$ cat config.mk
export PLATFORM = sky130hd
export DESIGN_NAME = sector_erase
export DESIGN_NICKNAME = d
export VERILOG_FILES = /design/src/rtl/sector_erase_pkg.sv /design/src/rtl/sector_erase_dpath.sv /design/src/rtl/sector_erase_ctrl.sv /design/src/rtl/sector_erase.sv
export SDC_FILE = /design/constraint.sdc
export NUM_CORES = 1
export LEC_CHECK = 0
export ABC_AREA = 0
export BUFFER_PORTS_ARGS = -buffer_cell sky130_fd_sc_hd__buf_2
export CAP_MARGIN = 25
export CELL_PAD_IN_SITES_DETAIL_PLACEMENT = 0
export CELL_PAD_IN_SITES_GLOBAL_PLACEMENT = 1
export CORE_UTILIZATION = 35
export CTS_BUF_LIST = sky130_fd_sc_hd__clkbuf_4
export DETAILED_ROUTE_END_ITERATION = 7
export GPL_ROUTABILITY_DRIVEN = 0
export PLACE_DENSITY_LB_ADDON = 0.1
export SLEW_MARGIN = 40
export SYNTH_ARGS = -nofsm -noshare
export SYNTH_HDL_FRONTEND = slang
export SYNTH_SLANG_ARGS = --single-unit
$ cat constraint.sdc
create_clock -name clk -period 2.05 [get_ports clk]
set_clock_uncertainty 0.05 [all_clocks]
set_input_delay 0.1025 -clock clk [delete_from_list [all_inputs] [get_ports clk]]
set_output_delay 0.1025 -clock clk [all_outputs]
set_load 0.05 [all_outputs]
$ cat src/rtl/sector_erase_pkg.sv
package sector_erase_pkg;

  typedef enum logic [2:0] {
    OP_UNLOCK_A  = 3'd0,
    OP_UNLOCK_B  = 3'd1,
    OP_SETUP_CMD = 3'd2,
    OP_SECTOR    = 3'd3,
    OP_BOOT      = 3'd4,
    OP_POLL      = 3'd5
  } busOpE;

  typedef struct packed {
    logic  load;
    logic  advance;
    logic  bootInc;
    logic  capture;
    busOpE op;
  } eraseStrobeT;

  localparam int BOOT_PIECES = 4;

endpackage

$ cat src/rtl/sector_erase_dpath.sv
module sector_erase_dpath
  import sector_erase_pkg::*;
#(
  parameter int ADDR_W      = 24,
  parameter int LANES       = 4,
  parameter int SECT_A_LOG2 = 12,
  parameter int SECT_B_LOG2 = 16
) (
  input  logic                 clk,
  input  logic                 rstN,
  input  eraseStrobeT          strobe,
  input  logic                 reqType,
  input  logic [ADDR_W-1:0]    reqAddr,
  input  logic [ADDR_W:0]      reqLen,
  input  logic [LANES-1:0]     reqMask,
  input  logic [8*LANES-1:0]   busRdata,
  output logic [ADDR_W-1:0]    busAddr,
  output logic [8*LANES-1:0]   busWdata,
  output logic                 busWrite,
  output logic                 typeB,
  output logic                 aligned,
  output logic                 lenZero,
  output logic                 lastSector,
  output logic                 atZero,
  output logic                 bootLast,
  output logic                 pollMatch
);

  localparam int LEN_W  = ADDR_W + 1;
  localparam int DATA_W = 8 * LANES;
  localparam logic [LEN_W-1:0] SIZE_A = LEN_W'(1) << SECT_A_LOG2;
  localparam logic [LEN_W-1:0] SIZE_B = LEN_W'(1) << SECT_B_LOG2;

  logic [ADDR_W-1:0] curAddr;
  logic [LEN_W-1:0]  remLen;
  logic [LANES-1:0]  laneSel;
  logic [DATA_W-1:0] lastRead;
  logic [1:0]        bootIdx;

  logic [LEN_W-1:0]  sectSize;
  logic [LEN_W-1:0]  sectMask;
  logic [DATA_W-1:0] laneMask;
  logic [ADDR_W-1:0] patEven;
  logic [ADDR_W-1:0] unlockAddr;
  logic [ADDR_W-1:0] bootAddr;

  genvar gi;
  generate
    for (gi = 0; gi < LANES; gi++) begin : g_lane
      assign laneMask[8*gi +: 8] = {8{laneSel[gi]}};
    end
    for (gi = 0; gi < ADDR_W; gi++) begin : g_pat
      assign patEven[gi] = ((gi % 2) == 0);
    end
  endgenerate

  assign sectSize   = typeB ? SIZE_B : SIZE_A;
  assign sectMask   = sectSize - LEN_W'(1);
  assign unlockAddr = typeB ? ~patEven : patEven;

  assign aligned    = (({1'b0, curAddr} & sectMask) == '0) && ((remLen & sectMask) == '0);
  assign lenZero    = (remLen == '0);
  assign lastSector = (remLen == sectSize);
  assign atZero     = (curAddr == '0);
  assign bootLast   = (bootIdx == 2'(BOOT_PIECES - 1));
  assign pollMatch  = (busRdata == lastRead);

  always_comb begin
    case (bootIdx)
      2'd0:    bootAddr = '0;
      2'd1:    bootAddr = ADDR_W'(32'h4000);
      2'd2:    bootAddr = ADDR_W'(32'h6000);
      default: bootAddr = ADDR_W'(32'h8000);
    endcase
  end

  always_comb begin
    busWrite = 1'b1;
    case (strobe.op)
      OP_UNLOCK_A: begin
        busAddr  = unlockAddr;
        busWdata = {LANES{8'hAA}} & laneMask;
      end
      OP_UNLOCK_B: begin
        busAddr  = ~unlockAddr;
        busWdata = {LANES{8'h55}} & laneMask;
      end
      OP_SETUP_CMD: begin
        busAddr  = unlockAddr;
        busWdata = {LANES{8'h80}};
      end
      OP_SECTOR: begin
        busAddr  = curAddr;
        busWdata = {LANES{8'h30}};
      end
      OP_BOOT: begin
        busAddr  = bootAddr;
        busWdata = {LANES{8'h30}};
      end
      default: begin
        busAddr  = '0;
        busWdata = '0;
        busWrite = 1'b0;
      end
    endcase
  end

  always_ff @(posedge clk) begin
    if (!rstN) begin
      curAddr  <= '0;
      remLen   <= '0;
      laneSel  <= '0;
      typeB    <= 1'b0;
      lastRead <= '0;
      bootIdx  <= '0;
    end else begin
      if (strobe.load) begin
        curAddr <= reqAddr;
        remLen  <= reqLen;
        laneSel <= reqMask;
        typeB   <= reqType;
        bootIdx <= '0;
      end else begin
        if (strobe.advance) begin
          curAddr <= curAddr + sectSize[ADDR_W-1:0];
          remLen  <= remLen - sectSize;
        end
        if (strobe.bootInc) begin
          bootIdx <= bootIdx + 2'd1;
        end
      end
      if (strobe.capture) begin
        lastRead <= busRdata;
      end
    end
  end

endmodule

$ cat src/rtl/sector_erase_ctrl.sv
module sector_erase_ctrl
  import sector_erase_pkg::*;
(
  input  logic        clk,
  input  logic        rstN,
  input  logic        startReq,
  input  logic        busAck,
  input  logic        typeB,
  input  logic        aligned,
  input  logic        lenZero,
  input  logic        lastSector,
  input  logic        atZero,
  input  logic        bootLast,
  input  logic        pollMatch,
  output eraseStrobeT strobe,
  output logic        busReq,
  output logic        busy,
  output logic        done,
  output logic        ok
);

  typedef enum logic [2:0] {
    ST_IDLE, ST_CHECK, ST_SETUP, ST_BOOT, ST_SECTOR, ST_POLL1, ST_POLL2
  } ctrlStateE;

  ctrlStateE  state;
  logic [2:0] setupStep;
  logic       fire;

  assign busReq = (state == ST_SETUP) || (state == ST_BOOT) || (state == ST_SECTOR) ||
                  (state == ST_POLL1) || (state == ST_POLL2);
  assign fire   = busReq && busAck;
  assign busy   = (state != ST_IDLE);

  always_comb begin
    strobe.load    = (state == ST_IDLE) && startReq;
    strobe.advance = fire && ((state == ST_SECTOR) || ((state == ST_BOOT) && bootLast));
    strobe.bootInc = fire && (state == ST_BOOT);
    strobe.capture = fire && ((state == ST_POLL1) || ((state == ST_POLL2) && !pollMatch));
    case (state)
      ST_SETUP: begin
        case (setupStep)
          3'd0, 3'd3: strobe.op = OP_UNLOCK_A;
          3'd1, 3'd4: strobe.op = OP_UNLOCK_B;
          default:    strobe.op = OP_SETUP_CMD;
        endcase
      end
      ST_BOOT:   strobe.op = OP_BOOT;
      ST_SECTOR: strobe.op = OP_SECTOR;
      default:   strobe.op = OP_POLL;
    endcase
  end

  always_ff @(posedge clk) begin
    if (!rstN) begin
      state     <= ST_IDLE;
      setupStep <= '0;
      done      <= 1'b0;
      ok        <= 1'b0;
    end else begin
      done <= 1'b0;
      case (state)
        ST_IDLE: begin
          if (startReq) state <= ST_CHECK;
        end
        ST_CHECK: begin
          if (!aligned) begin
            state <= ST_IDLE;
            done  <= 1'b1;
            ok    <= 1'b0;
          end else if (lenZero) begin
            state <= ST_IDLE;
            done  <= 1'b1;
            ok    <= 1'b1;
          end else begin
            state     <= ST_SETUP;
            setupStep <= '0;
          end
        end
        ST_SETUP: begin
          if (fire) begin
            if (setupStep == 3'd4) begin
              setupStep <= '0;
              state     <= (typeB && atZero) ? ST_BOOT : ST_SECTOR;
            end else begin
              setupStep <= setupStep + 3'd1;
            end
          end
        end
        ST_BOOT: begin
          if (fire && bootLast) state <= lastSector ? ST_POLL1 : ST_SECTOR;
        end
        ST_SECTOR: begin
          if (fire && (!typeB || lastSector)) state <= ST_POLL1;
        end
        ST_POLL1: begin
          if (fire) state <= ST_POLL2;
        end
        ST_POLL2: begin
          if (fire && pollMatch) begin
            if (typeB || lenZero) begin
              state <= ST_IDLE;
              done  <= 1'b1;
              ok    <= 1'b1;
            end else begin
              state     <= ST_SETUP;
              setupStep <= '0;
            end
          end
        end
        default: state <= ST_IDLE;
      endcase
    end
  end

endmodule

$ cat src/rtl/sector_erase.sv
module sector_erase
  import sector_erase_pkg::*;
#(
  parameter int ADDR_W      = 24,
  parameter int LANES       = 4,
  parameter int SECT_A_LOG2 = 12,
  parameter int SECT_B_LOG2 = 16
) (
  input  logic                 clk,
  input  logic                 rstN,
  input  logic                 startReq,
  input  logic                 devType,
  input  logic [ADDR_W-1:0]    startAddr,
  input  logic [ADDR_W:0]      eraseLen,
  input  logic [LANES-1:0]     chipSel,
  output logic                 busy,
  output logic                 done,
  output logic                 ok,
  output logic                 busReq,
  output logic                 busWrite,
  output logic [ADDR_W-1:0]    busAddr,
  output logic [8*LANES-1:0]   busWdata,
  input  logic                 busAck,
  input  logic [8*LANES-1:0]   busRdata
);

  eraseStrobeT strobe;
  logic typeB, aligned, lenZero, lastSector, atZero, bootLast, pollMatch;

  sector_erase_ctrl i_ctrl (
    .clk        (clk),
    .rstN       (rstN),
    .startReq   (startReq),
    .busAck     (busAck),
    .typeB      (typeB),
    .aligned    (aligned),
    .lenZero    (lenZero),
    .lastSector (lastSector),
    .atZero     (atZero),
    .bootLast   (bootLast),
    .pollMatch  (pollMatch),
    .strobe     (strobe),
    .busReq     (busReq),
    .busy       (busy),
    .done       (done),
    .ok         (ok)
  );

  sector_erase_dpath #(
    .ADDR_W      (ADDR_W),
    .LANES       (LANES),
    .SECT_A_LOG2 (SECT_A_LOG2),
    .SECT_B_LOG2 (SECT_B_LOG2)
  ) i_dpath (
    .clk        (clk),
    .rstN       (rstN),
    .strobe     (strobe),
    .reqType    (devType),
    .reqAddr    (startAddr),
    .reqLen     (eraseLen),
    .reqMask    (chipSel),
    .busRdata   (busRdata),
    .busAddr    (busAddr),
    .busWdata   (busWdata),
    .busWrite   (busWrite),
    .typeB      (typeB),
    .aligned    (aligned),
    .lenZero    (lenZero),
    .lastSector (lastSector),
    .atZero     (atZero),
    .bootLast   (bootLast),
    .pollMatch  (pollMatch)
  );

endmodule

Yosys cells after proc, flatten, opt, wreduce, memory -nomap -nowiden. Cells that the tools add are included.

Register bits: 96. Input port bits: 90. Output and inout bits: 61.

$add $sub $neg: 5. Equal/unequal tests: 30. Multiplexer cells: 42. Bitwise gates (word level): 4. Reductions and logical operators: 43.

Operators by type and width (count): one-hot mux 32 bit (4 select lines) (1); one-hot mux 24 bit (4 select lines) (1); logical NOT 25 bit (3); 2-to-1 mux 24 bit (3); 2-to-1 mux 25 bit (2); one-hot mux 16 bit (3 select lines) (1); 2-to-1 mux 3 bit (15); == test 32 bit (1); AND 24 x 25 -> 25 bit (1); AND 25 bit (1); == test 25 bit (1); subtractor 25 x 1 -> 25 bit, second input constant (1); subtractor 25 bit (1); adder 24 bit (1); logical NOT 24 bit (1); inverter 24 bit (1); one-hot mux 3 bit (7 select lines) (1); one-hot mux 3 bit (3 select lines) (2); 2-to-1 mux 17 bit (1); != test 2 bit, second input constant (8); == test 3 x 2 -> 1 bit, second input constant (5); == test 3 bit, second input constant (5); logical AND 1 bit (12); 2-to-1 mux 1 bit (10); other kinds (22) (45).

Longest topological paths before layout. Gate-level depths: netlist of the first run.

Depth after elaboration: 9. Mapped depth: 9. Gate-level depth less buffers: 8.

Cells and area by module. Synthesis of the first run repeated with hierarchy kept, for this count alone.

Cell total of the unflattened synthesis: 646. Area, all modules: 5610.4 sq um.

Modules (own cells, without submodules): sector_erase_dpath (instances 1, cells an instance 542, area each 4868.4 sq um, sequential area each 1761.7 sq um); sector_erase_ctrl (instances 1, cells an instance 104, area each 742.0 sq um, sequential area each 160.2 sq um).

Least setup slack after synthesis of the first run. OpenSTA, ideal clock, no wires.

Kind: flip-flop to output port. From: reg i_ctrl.state[1]. To: out busAddr[0]. Arrival: 2.117 ns. Setup slack: -0.219 ns. Cell stages (with the launch flop): 8. Buffers on the path: 3. Cells stage by stage: dfxtp_1 -> buf_2 -> nor2b_1 -> clkbuf_1 -> nand2b_1 -> a221oi_1 -> buf_2 -> a21o_1.

Longest elaborated chain between the ends: 5. Elaborated cells on any way between the ends: 11.

RTL lines: start: declaration (line sector_erase_ctrl.sv:26) `ctrlStateE state;`; start signal: assignment (line sector_erase_ctrl.sv:84) `state <= (typeB && atZero) ? ST_BOOT : ST_SECTOR;`; start signal: assignment (line sector_erase_ctrl.sv:91) `if (fire && bootLast) state <= lastSector ? ST_POLL1 : ST_SECTOR;`; == test 3 bit / == test 3 x 2 -> 1 bit (equally long branches) (line sector_erase_ctrl.sv:40) `case (state)`; one-hot mux 3 bit (3 select lines) * (line sector_erase_ctrl.sv:40); == test 3 x 2 -> 1 bit / logical NOT 3 bit (equally long branches) (line sector_erase_dpath.sv:79) `case (strobe.op)`; OR reduction 2 bit (no source line); one-hot mux 24 bit (4 select lines) * (line sector_erase_dpath.sv:79); end: declaration (line sector_erase.sv:21) `output logic [ADDR_W-1:0] busAddr,`.

Mark *: on every way between the ends. The rest lies on a longest branch, timed or not.

Worst setup path after layout of the first run.
From: reg i_ctrl.setupStep[0]. To: out busWdata[29].

Longest elaborated chain between the ends: 7. Elaborated cells on any way between the ends: 15.

RTL lines: start: declaration (line sector_erase_ctrl.sv:27) `logic [2:0] setupStep;`; start signal: assignment (line sector_erase_ctrl.sv:86) `setupStep <= setupStep + 3'd1;`; == test 3 x 1 -> 1 bit, or another cell as far along (line sector_erase_ctrl.sv:42) `case (setupStep)`; OR reduction 2 bit (line sector_erase_ctrl.sv:42); one-hot mux 2 bit (2 select lines) * (line sector_erase_ctrl.sv:42); one-hot mux 3 bit (3 select lines) * (line sector_erase_ctrl.sv:40); == test 3 x 2 -> 1 bit / == test 3 bit (equally long branches) (line sector_erase_dpath.sv:79); OR reduction 2 bit (no source line); one-hot mux 32 bit (4 select lines) * (line sector_erase_dpath.sv:79); end: declaration (line sector_erase.sv:22) `output logic [8*LANES-1:0] busWdata,`.

Marks and branches as above.

==> impl_metrics.csv, run 1 <==
group,metric,value,unit
critical_path,r2r_slack,-0.16,ns
timing,hold_viol,0,
die,initial_core_util,36.53,%
power_and_ir_drop,pwr_density_cell,424.8,nW/um^2
layout,final_util,63.91,%
die,core,14750,um^2
timing,worst_pin_slew,0.5288,ns
synthesis,synth_edf_count,0,
clock_tree,htreeDepth,3,
drt,avgRoutedWirePerCell,15.06,um
synthesis,netlist_area,5390,um^2
timing,finalCritPeriodShare,115.6,%
critical_path,r2r-start,"i_ctrl.state[1]",
drt,via_per_inst,4.968,
placement,pre_cts_ws,-0.2563,ns
critical_path,crit_path_cell_trace,"buf_6 > mux2i_4 > nand2b_4 > a221oi_4 > buf_4 > nor2_4 > buf_12 > nand2_2 > buf_4",
power_and_ir_drop,peakVddDrop,0.2900,mV
layout,area_delta_synth_final,74.93,%
die,fp.dieArea,15900,um^2
layout,drive_above_1_share,40.68,%
synthesis,syn_nets,788,
timing,hold_ws,0.03071,ns
critical_path,endpoint_kind,"primary output",
critical_path,cp.depth,9,
synthesis,seq_area_frac_synth,35.65,%
critical_path,critPathBufInv,4,
global_route,track_usage,22.23,%
synthesis,synthCells,685,
critical_path,arrival,2.22,ns
outcome,status,"finished with violations",
drt,totalWireLength,17.80,mm
clock_tree,cts_tree,"built",
global_route,grt_pass1_wl,28.41,mm
timing,tns,-13.95,ns
placement,place_hpwl,11.50,mm
timing,period_minus_slack,2.369,ns
synthesis,synth_warnings,0,
drt,drt_first_pass_iters,5,
critical_path,slowest_stage,"dfxtp_2",
critical_path,cp-startpoint,"i_ctrl.setupStep[0]",
drt,drtAntennaViolNets,0,
timing,fin_ws,-0.3189,ns
clock_tree,root_buffer,"clkbuf_4",
clock_tree,cts_buffers,9,
global_route,grt_pass1_vias,5910,
layout,layout_common_cells,"nand2_1, buf_2, dlygate4sd3_1",
critical_path,r2r_cells,7,
critical_path,cp_max_fo,8,
drt,num_vias,5872,
critical_path,slowest_delay,0.36,ns
critical_path,worstSetupEndpoint,"busWdata[29]",
critical_path,startpoint_type,"flip-flop",
drt,top_layer,"met4",
worst_hold_path,holdPathStages,3,
clock_tree,cts_buffer_depth,2,
global_route,grt_max_degree,76,
timing,rsz0062_at_grt,"yes",
die,die_w,126.1,um
layout,diodes,0,
layout,fin_nets,1096,
synthesis,synth-seq-cells,96,
global_route,grt-ovfl-total,0,
critical_path,r2r-end,"i_ctrl.setupStep[1]",
clock_tree,path_clk_slew,0.14,ns
timing,max_freq,0.4221,GHz
synthesis,synth_cell_type_count,55,
drt,drc,0,
synthesis,synthFlopType,"dfxtp_1",
placement,place.port_buffers,150,
synthesis,async_reset_ff_share,0,%
critical_path,critical_path.top_delay_family,"buffers and inverters",
drt,wl_met1,8.098,mm
die,num_rows,44,
critical_path,crit_type,"reg -> out",
global_route,antenna_found_initial,0,
clock_tree,clock_sinks,96,
flow_run,drv_cap,0,
timing,setup_viol,84,
layout,mostFrequentLayoutCell,"nand2_1",
outcome,violations,"negative setup slack",
critical_path,cp.required,1.90,ns
drt,wl_met3,715,um
synthesis,syn_area_per_cell,7.869,um^2
drt,dr_wl_met2,8.741,mm
worst_hold_path,hold_class,"in -> reg",
timing,relSlewSlack,64.59,%
power_and_ir_drop,leakagePower,4.183,nW
clock_tree,clk_latency,0.48,ns
timing,drv_slew,0,
die,die_h,126.1,um
critical_path,cp_common_cell,"buf_4",
drt,drtIter0Drc,259,
die,io_pins,151,
==> Yosys cell counts, types with 2 or more instances <==
library cell  instances  area share, %
o31ai_1               2           0.28
a21o_1               23            3.2
clkbuf_1             35            2.4
a31oi_1               4           0.46
nand3b_1              3           0.42
mux2i_1              38            7.1
nand3_1               9           0.84
ha_1                 13            3.0
o21ai_0              14            1.3
a2bb2oi_1             2           0.33
a21oi_1              48            4.5
nor4b_1               4           0.65
xnor2_1              10            1.6
nor2b_1               3           0.35
a211oi_1             17            2.4
o21a_1                3           0.42
buf_1                 2           0.14
nor3_1                8           0.74
nor3b_1               2           0.28
o211ai_1              5           0.70
xor2_1               42            6.8
dfxtp_1              96             36
nand2b_1              9            1.0
nand4_1               5           0.58
nor2_1               37            2.6
nor4_1               18            2.1
nand2_1             161             11
and3_1                7           0.81
buf_2                 7           0.65
and2_1                6           0.70
buf_4                12            1.7
inv_1                16            1.1
a221o_1               2           0.37
==> layer usage <==
layer	track usage, %	vias up
li1	-	2964
met2	37.67	132
met1	28.44	2760
met3	3.653	16
met4	7.867	0
met5	0	-
==> worst register-to-register path, delay by kind of cell (launching register included) <==
kind | cells | cell delay [ns]
and+or+nand+nor | 3 | 1.04
DFF | 1 | 0.38
buffers and inverters | 2 | 0.23
muxes | 1 | 0.22
AOI/OAI and AO/OA | 1 | 0.21
==> where the power goes <==
group | internal (mW) | leakage [nW] | switching, mW
Combinational | 0.527 | 3.33 | 0.504
Sequential | 1.95 | 0.792 | 0.0822
Clock | 0.285 | 0.0664 | 0.654
Total | 2.77 | 4.18 | 1.24
==> area by class of cell <==
| class | instances | area, um^2 |
|---|---|---|
| fillers | 1258 | 5325 |
| multi-input cells | 517 | 3765 |
| flip-flops and latches | 96 | 1942 |
| well taps | 184 | 230.2 |
| repair buffers | 353 | 3301 |
| clock inverters | 4 | 21.27 |
| inverters | 16 | 80.08 |
| clock buffers | 12 | 90.09 |
==> how the worst min path moves through the flow <==
stage,startpoint,endpoint,slack (ns)
after global placement,eraseLen[13],i_dpath.remLen[13],0.30
after floorplan,devType,i_dpath.typeB,0.18
after CTS,rstN,i_dpath.lastRead[0],0.009
final,rstN,i_dpath.lastRead[27],0.03
after global routing,rstN,i_dpath.lastRead[27],0.03
after detailed placement,eraseLen[13],i_dpath.remLen[13],0.30
==> metrics by stage <==
stage / instances / area (um^2) / total power [mW]
2_1_floorplan: 685 / 5473 / 2.463
3_3_place_gp: 1058 / 6990 / 2.815
3_5_place_dp: 1058 / 6990 / 2.828
4_1_cts: 1177 / 9040 / 3.970
5_1_grt: 1182 / 9429 / 4.235
6_report: 1182 / 9429 / 4.005
==> cell families after synthesis <==
| family | synth area share [%] |
|---|---|
| AO/OA/AOI/OAI | 16.34 |
| XOR/XNOR | 8.449 |
| adder cells (fa/ha/maj) | 3.018 |
| buffers and inverters | 6.012 |
| flip-flops | 35.65 |
| multiplexers | 7.057 |
| AND/OR/NAND/NOR | 23.47 |
==> flip-flops by register name, summed over array words and instances, names as in the netlist <==
register and cells:
i_dpath.laneSel 4, i_dpath.lastRead 32, i_dpath.curAddr 24, i_ctrl.done 1
i_dpath.bootIdx 2, i_dpath.remLen 25, i_dpath.typeB 1, i_ctrl.setupStep 3
i_ctrl.ok 1, i_ctrl.state 3
==> timing repair <==
action,CTS,global route
setup buffers,12,5
endpoints found under the setup margin,101,107
gates resized for setup,243,77
hold buffers,87,0
endpoints found under the hold margin,89,0
pin swaps,27,30
cloned,5,1
(Power assumes the default switching activity.)
==> inputs of run 2 (changes only) <==
==> constraint.sdc (replaced) <==
create_clock -name clk -period 2.05 [get_ports clk]
set_clock_uncertainty 0.05 [all_clocks]
set_input_delay 0.205 -clock clk [delete_from_list [all_inputs] [get_ports clk]]
set_output_delay 0.205 -clock clk [all_outputs]
set_load 0.05 [all_outputs]
==> impl_metrics.csv, run 2 (synthesized netlist as in run 1, its figures left out) <==
group,metric,value,unit
drt,drtIter0Drc,284,
critical_path,arrival,2.19,ns
die,initial_core_util,36.53,%
critical_path,cp.required,1.79,ns
die,core,14750,um^2
clock_tree,root_buffer,"clkbuf_4",
drt,totalWireLength,17.64,mm
power_and_ir_drop,power,4.050,mW
critical_path,cp_max_fo,6,
drt,avgRoutedWirePerCell,14.94,um
global_route,grt_pass1_vias,5963,
clock_tree,cts_tree,"built",
global_route,grt-ovfl-total,0,
global_route,track_usage,22.13,%
critical_path,startpoint_type,"flip-flop",
power_and_ir_drop,leakagePower,4.113,nW
outcome,status,"finished with violations",
global_route,grt_max_degree,72,
placement,place.port_buffers,150,
flow_run,drv_cap,0,
critical_path,slowest_stage,"dfxtp_4",
critical_path,critPathBufInv,3,
layout,area_delta_synth_final,73.10,%
layout,mostFrequentLayoutCell,"nand2_1",
timing,period_minus_slack,2.449,ns
layout,final_util,63.24,%
drt,drc,0,
die,io_pins,151,
clock_tree,htreeDepth,3,
layout,layout_common_cells,"nand2_1, buf_2, buf_4",
placement,place_area,7072,um^2
clock_tree,clock_sinks,96,
clock_tree,cts_buffers,9,
layout,fin_cells,1181,
critical_path,critical_path.top_delay_family,"compound AO/OA/AOI/OAI gates",
clock_tree,cts_buffer_depth,2,
placement,place_hpwl,11.49,mm
timing,rsz0062_at_grt,"yes",
timing,worst_pin_slew,0.5202,ns
layout,reg.largest.list,"i_dpath.lastRead x32, i_dpath.remLen x25, i_dpath.curAddr x24",
critical_path,crit_path_cell_trace,"inv_4 > ha_4 > mux2i_4 > a21oi_2 > nand2_2 > o21ai_4 > buf_6 > a221o_2 > buf_8",
critical_path,endpoint_kind,"primary output",
power_and_ir_drop,pwr_density_cell,434.1,nW/um^2
die,num_rows,44,
layout,fin_nets,1098,
clock_tree,path_clk_slew,0.14,ns
global_route,grt_pass1_wl,28.28,mm
drt,num_vias,5845,
die,fp.dieArea,15900,um^2
die,die_w,126.1,um
drt,drtAntennaViolNets,0,
layout,regMostFlops,"i_dpath.lastRead",
layout,final_area,9330,um^2
power_and_ir_drop,peakVddDrop,0.2547,mV
timing,hold_viol,0,
die,die_h,126.1,um
drt,drt_first_pass_iters,5,
timing,fin_ws,-0.3986,ns
global_route,antenna_found_initial,0,
timing,tns,-21.14,ns
timing,drv_slew,0,
layout,drive_above_1_share,40.92,%
timing,setup_viol,72,
outcome,violations,"negative setup slack",
worst_hold_path,hold_class,"in -> reg",
timing,finalCritPeriodShare,119.4,%
timing,relSlewSlack,65.32,%
layout,diodes,0,
layout,largest_register_ffs,32,
placement,dp.cells,1065,
critical_path,crit_type,"reg -> out",
timing,max_freq,0.4084,GHz
drt,via_per_inst,4.949,
clock_tree,clk_latency,0.47,ns
critical_path,slowest_delay,0.42,ns
==> run 2: cell type report <==
| type | count | area [um^2] |
|---|---|---|
| clock buffer | 11 | 82.58 |
| fill | 1230 | 5424 |
| inverter | 16 | 80.08 |
| tap | 184 | 230.2 |
| clock inverter | 2 | 33.78 |
| multi-input combinational | 517 | 3724 |
| timing repair buffer | 355 | 3236 |
| sequential | 96 | 1944 |
==> run 2: worst paths after layout <==
path,start,endpoint,slack [ns],cells past startpoint
max,i_ctrl.setupStep[0],busAddr[14],-0.40,9
min,busAck,i_dpath.bootIdx[1],0.05,2
max reg2reg,i_dpath.lastRead[13],i_ctrl.setupStep[1],-0.11,7
min reg2reg,i_ctrl.ok,i_ctrl.ok,0.42,2
==> run 2: power by group <==
part | switching [mW] | internal (mW) | total (mW)
combinational | 0.492 | 0.506 | 0.998
clock | 0.640 | 0.378 | 1.02
sequential | 0.0835 | 1.95 | 2.03
total | 1.21 | 2.84 | 4.05
==> run 2: through the flow <==
stage / setup WS (ns) / hold slack, ns
after global routing: -0.4844 / 0.04341
after global placement: -0.2418 / 0.3881
after floorplan: -0.04829 / 0.2835
after CTS: -0.4279 / 0.0005158
final: -0.3986 / 0.04504
after detailed placement: -0.2781 / 0.3882
==> run 2: what timing repair did <==
| item | 4_1_cts | 5_1_grt |
|---|---|---|
| endpoints found under the hold margin | 88 | 0 |
| endpoints found under the setup margin | 102 | 108 |
| resized for setup | 236 | 66 |
| hold buffers | 87 | 0 |
| setup buffers | 8 | 10 |
| pin swaps | 33 | 24 |
| cloned | 2 | 2 |
==> run 2: routing by layer <==
layer	wire length (um)	global-route usage, %	vias up	part of all wire [%]
li1	-	-	2964	-
met1	7981	27.91	2728	45
met2	8654	38.41	128	49
met3	665	2.931	25	3.8
met4	340	8.079	0	1.9
met5	0	0	-	0
==> inputs of run 3 (changes only) <==
--- a/config.mk
+++ b/config.mk
@@ -5,12 +5,12 @@
 export SDC_FILE = /design/constraint.sdc
 export NUM_CORES = 1
 export LEC_CHECK = 0
-export ABC_AREA = 0
+export ABC_AREA = 1
 export BUFFER_PORTS_ARGS = -buffer_cell sky130_fd_sc_hd__buf_2
 export CAP_MARGIN = 25
 export CELL_PAD_IN_SITES_DETAIL_PLACEMENT = 0
 export CELL_PAD_IN_SITES_GLOBAL_PLACEMENT = 1
-export CORE_UTILIZATION = 35
+export CORE_UTILIZATION = 34
 export CTS_BUF_LIST = sky130_fd_sc_hd__clkbuf_4
 export DETAILED_ROUTE_END_ITERATION = 7
 export GPL_ROUTABILITY_DRIVEN = 0
==> impl_metrics.csv, run 3 <==
group,metric,value,unit
die,die_h,130.6,um
outcome,status,"finished with violations",
synthesis,yosys.area.top_type,"dfxtp_1",
global_route,grt_max_degree,40,
critical_path,arrival,2.23,ns
critical_path,startpoint_type,"flip-flop",
critical_path,slowest_stage,"dfxtp_4",
die,die_w,130.6,um
critical_path,cp_max_fo,8,
clock_tree,root_buffer,"clkbuf_4",
flow_run,drv_cap,0,
power_and_ir_drop,intPower,5.396,mW
placement,place.port_buffers,150,
synthesis,synthCells,851,
timing,drv_slew,0,
layout,regMostFlops,"i_dpath.lastRead",
drt,via_per_inst,4.735,
critical_path,r2r_cells,11,
timing,hold_viol,0,
global_route,grt_pass1_vias,5712,
global_route,grt_pass1_wl,27.83,mm
synthesis,yosys-top-cells-area,"dfxtp_1, nand2_1, a21oi_1, nand3_1, o21ai_0",
global_route,track_usage,20.99,%
critical_path,slowest_delay,0.40,ns
power_and_ir_drop,p_clk_share,9.9,%
clock_tree,clock_sinks,96,
layout,reg.largest.list,"i_dpath.lastRead x32, i_dpath.remLen x25, i_dpath.curAddr x24",
timing,relSlewSlack,70.85,%
clock_tree,path_clk_slew,0.16,ns
synthesis,synthTopCellsByCount,"nand2_1, dfxtp_1, nor2_1, a21oi_1, inv_1",
timing,period_minus_slack,2.488,ns
synthesis,async_reset_ff_share,0,%
worst_hold_path,hp-start,"eraseLen[17]",
critical_path,cp.required,1.79,ns
clock_tree,clk_latency,0.48,ns
timing,fin_ws,-0.4381,ns
clock_tree,cts_tree,"built",
worst_hold_path,hold_class,"in -> reg",
synthesis,synth_cell_type_count,39,
critical_path,r2r_slack,0.15,ns
timing,setup_viol,56,
worst_hold_path,holdPathStages,3,
layout,n_fill_cell,1615,
layout,drive_above_1_share,30.37,%
synthesis,synth_warnings,0,
power_and_ir_drop,peakVddDrop,0.8257,mV
critical_path,crit_type,"reg -> out",
die,io_pins,151,
critical_path,endpoint_kind,"primary output",
synthesis,netlist_area,5620,um^2
clock_tree,cts_buffers,9,
drt,avgRoutedWirePerCell,13.51,um
die,num_rows,46,
critical_path,r2r-start,"i_ctrl.state[2]",
drt,drc,0,
worst_hold_path,hold_end,"i_dpath.remLen[17]",
critical_path,critPathBufInv,5,
die,initial_core_util,35.13,%
power_and_ir_drop,comb_power_share,66.6,%
timing,worst_pin_slew,0.4373,ns
timing,hold_ws,0.04502,ns
die,core,16000,um^2
synthesis,synthFlopType,"dfxtp_1",
power_and_ir_drop,pwr_density_cell,1277,nW/um^2
synthesis,seq_area_frac_synth,34.19,%
synthesis,syn_area_per_cell,6.604,um^2
layout,fin_nets,1211,
power_and_ir_drop,p_sw,5.707,mW
timing,tns,-18.21,ns
critical_path,r2r-end,"i_dpath.curAddr[16]",
drt,num_vias,6298,
synthesis,synth.most_common_cell,"nand2_1",
global_route,antenna_found_initial,1,
layout,area_delta_synth_final,54.74,%
timing,max_freq,0.4019,GHz
critical_path,crit_path_cell_trace,"inv_1 > nand2_1 > o21ai_0 > buf_4 > o21ai_4 > buf_6 > a21oi_1 > buf_4 > o21ai_1 > buf_6",
synthesis,synth_top_area_share,34.19,%
power_and_ir_drop,switching_share,51.40,%
power_and_ir_drop,power,11.10,mW
layout,largest_register_ffs,32,
timing,rsz0062_at_grt,"yes",
die,fp.dieArea,17050,um^2
power_and_ir_drop,leakagePower,3.748,nW
global_route,grt-ovfl-total,0,
layout,mostFrequentLayoutCell,"nand2_1",
critical_path,critical_path.top_delay_family,"buffers and inverters",
power_and_ir_drop,pwr-share-seq,23.5,%
clock_tree,cts_buffer_depth,2,
synthesis,syn_nets,954,
layout,layout_common_cells,"nand2_1, buf_2, dfxtp_1",
timing,finalCritPeriodShare,121.4,%
synthesis,synth-seq-cells,96,
drt,drt_first_pass_iters,7,
placement,pre_cts_ws,-0.03268,ns
drt,drtIter0Drc,324,
placement,place_hpwl,12.16,mm
synthesis,synth_edf_count,0,
clock_tree,htreeDepth,3,
drt,drtAntennaViolNets,0,
drt,totalWireLength,17.96,mm
outcome,violations,"negative setup slack",
-- run 3: cell count changes in the layout (fill, tap and decap cells not counted), sizes merged, moves of 23 or more --
cell / delta
a21o: -23
inv: +75
nand3: +67
a21oi: +34
nor2: +49
xor2: -40
buf: -49
o21ai: +61
mux2i: -38
nand2: +46
-- run 3: how the worst max path moves through the flow --
stage                        start      endpoint  slack, ns  cells past startpoint
2_1_floorplan      i_ctrl.state[1]   busAddr[10]      -0.11                      7
3_3_place_gp   i_ctrl.setupStep[0]   busWdata[5]     0.0003                     11
3_5_place_dp   i_ctrl.setupStep[0]  busWdata[15]      -0.03                     11
4_1_cts        i_ctrl.setupStep[0]  busWdata[29]      -0.46                     11
5_1_grt        i_ctrl.setupStep[2]  busWdata[20]      -0.60                     10
6_report       i_ctrl.setupStep[2]  busWdata[20]      -0.44                     10
-- run 3: kinds of logic after synthesis --
logic type	after synthesis	synth area share, %
fa+ha+maj	13	2.894
buf+inv	139	10.62
compound gates	186	18.14
xor+xnor	32	4.987
flops	96	34.19
simple gates	385	29.16
-- run 3: area by class of cell --
class,count,area (um^2),area share (%)
diodes,1,2.502,0.02877
repair buffers,296,2464,28.33
flip-flops and latches,96,1932,22.21
repair inverters,1,6.256,0.07193
clock buffers,9,67.56,0.7769
multi-input cells,616,3531,40.60
well taps,216,270.3,3.107
inverters,88,354.1,4.071
clock inverters,7,70.07,0.8056
-- run 3: metrics by stage --
stage	util, %	std cells	cell area, um^2
floorplan	-	851	5881
finish	54.36	1330	8697
CTS	52.88	1327	8461
global route	54.36	1330	8697
global placement	44.06	1222	7051
detailed placement	44.06	1222	7051
-- run 3: timing repair --
action	4_1_cts	5_1_grt
hold endpoints to repair	79	0
pin swaps	4	10
setup buffers	9	2
resized for setup	126	57
cloned	2	0
endpoints found under the setup margin	57	113
hold buffers	79	0
-- run 3: metal layers --
layer / share of wire [%] / wire length [um] / up-vias / global-route usage [%]
met5: 0 / 0 / - / 0
met1: 48 / 8570 / 2873 / 28.15
met3: 3.8 / 679 / 9 / 3.909
li1: - / - / 3290 / -
met4: 0.71 / 127 / 0 / 4.733
met2: 48 / 8585 / 126 / 34.89
-- run 3: power groups by stage --
stage	sequential [mW]	combinational, mW	clock, mW
after CTS	2.59	7.04	1.13
after global routing	2.67	8.02	1.21
after detailed placement	2.63	6.26	0
after floorplan	2.63	4.50	0
final	2.61	7.40	1.09
after global placement	2.63	6.27	0
-- run 3: tightest hold or removal path: stages --
cell and delay [ns]:
buf_2 0.11, o221ai_1 0.18, a31oi_1 0.05
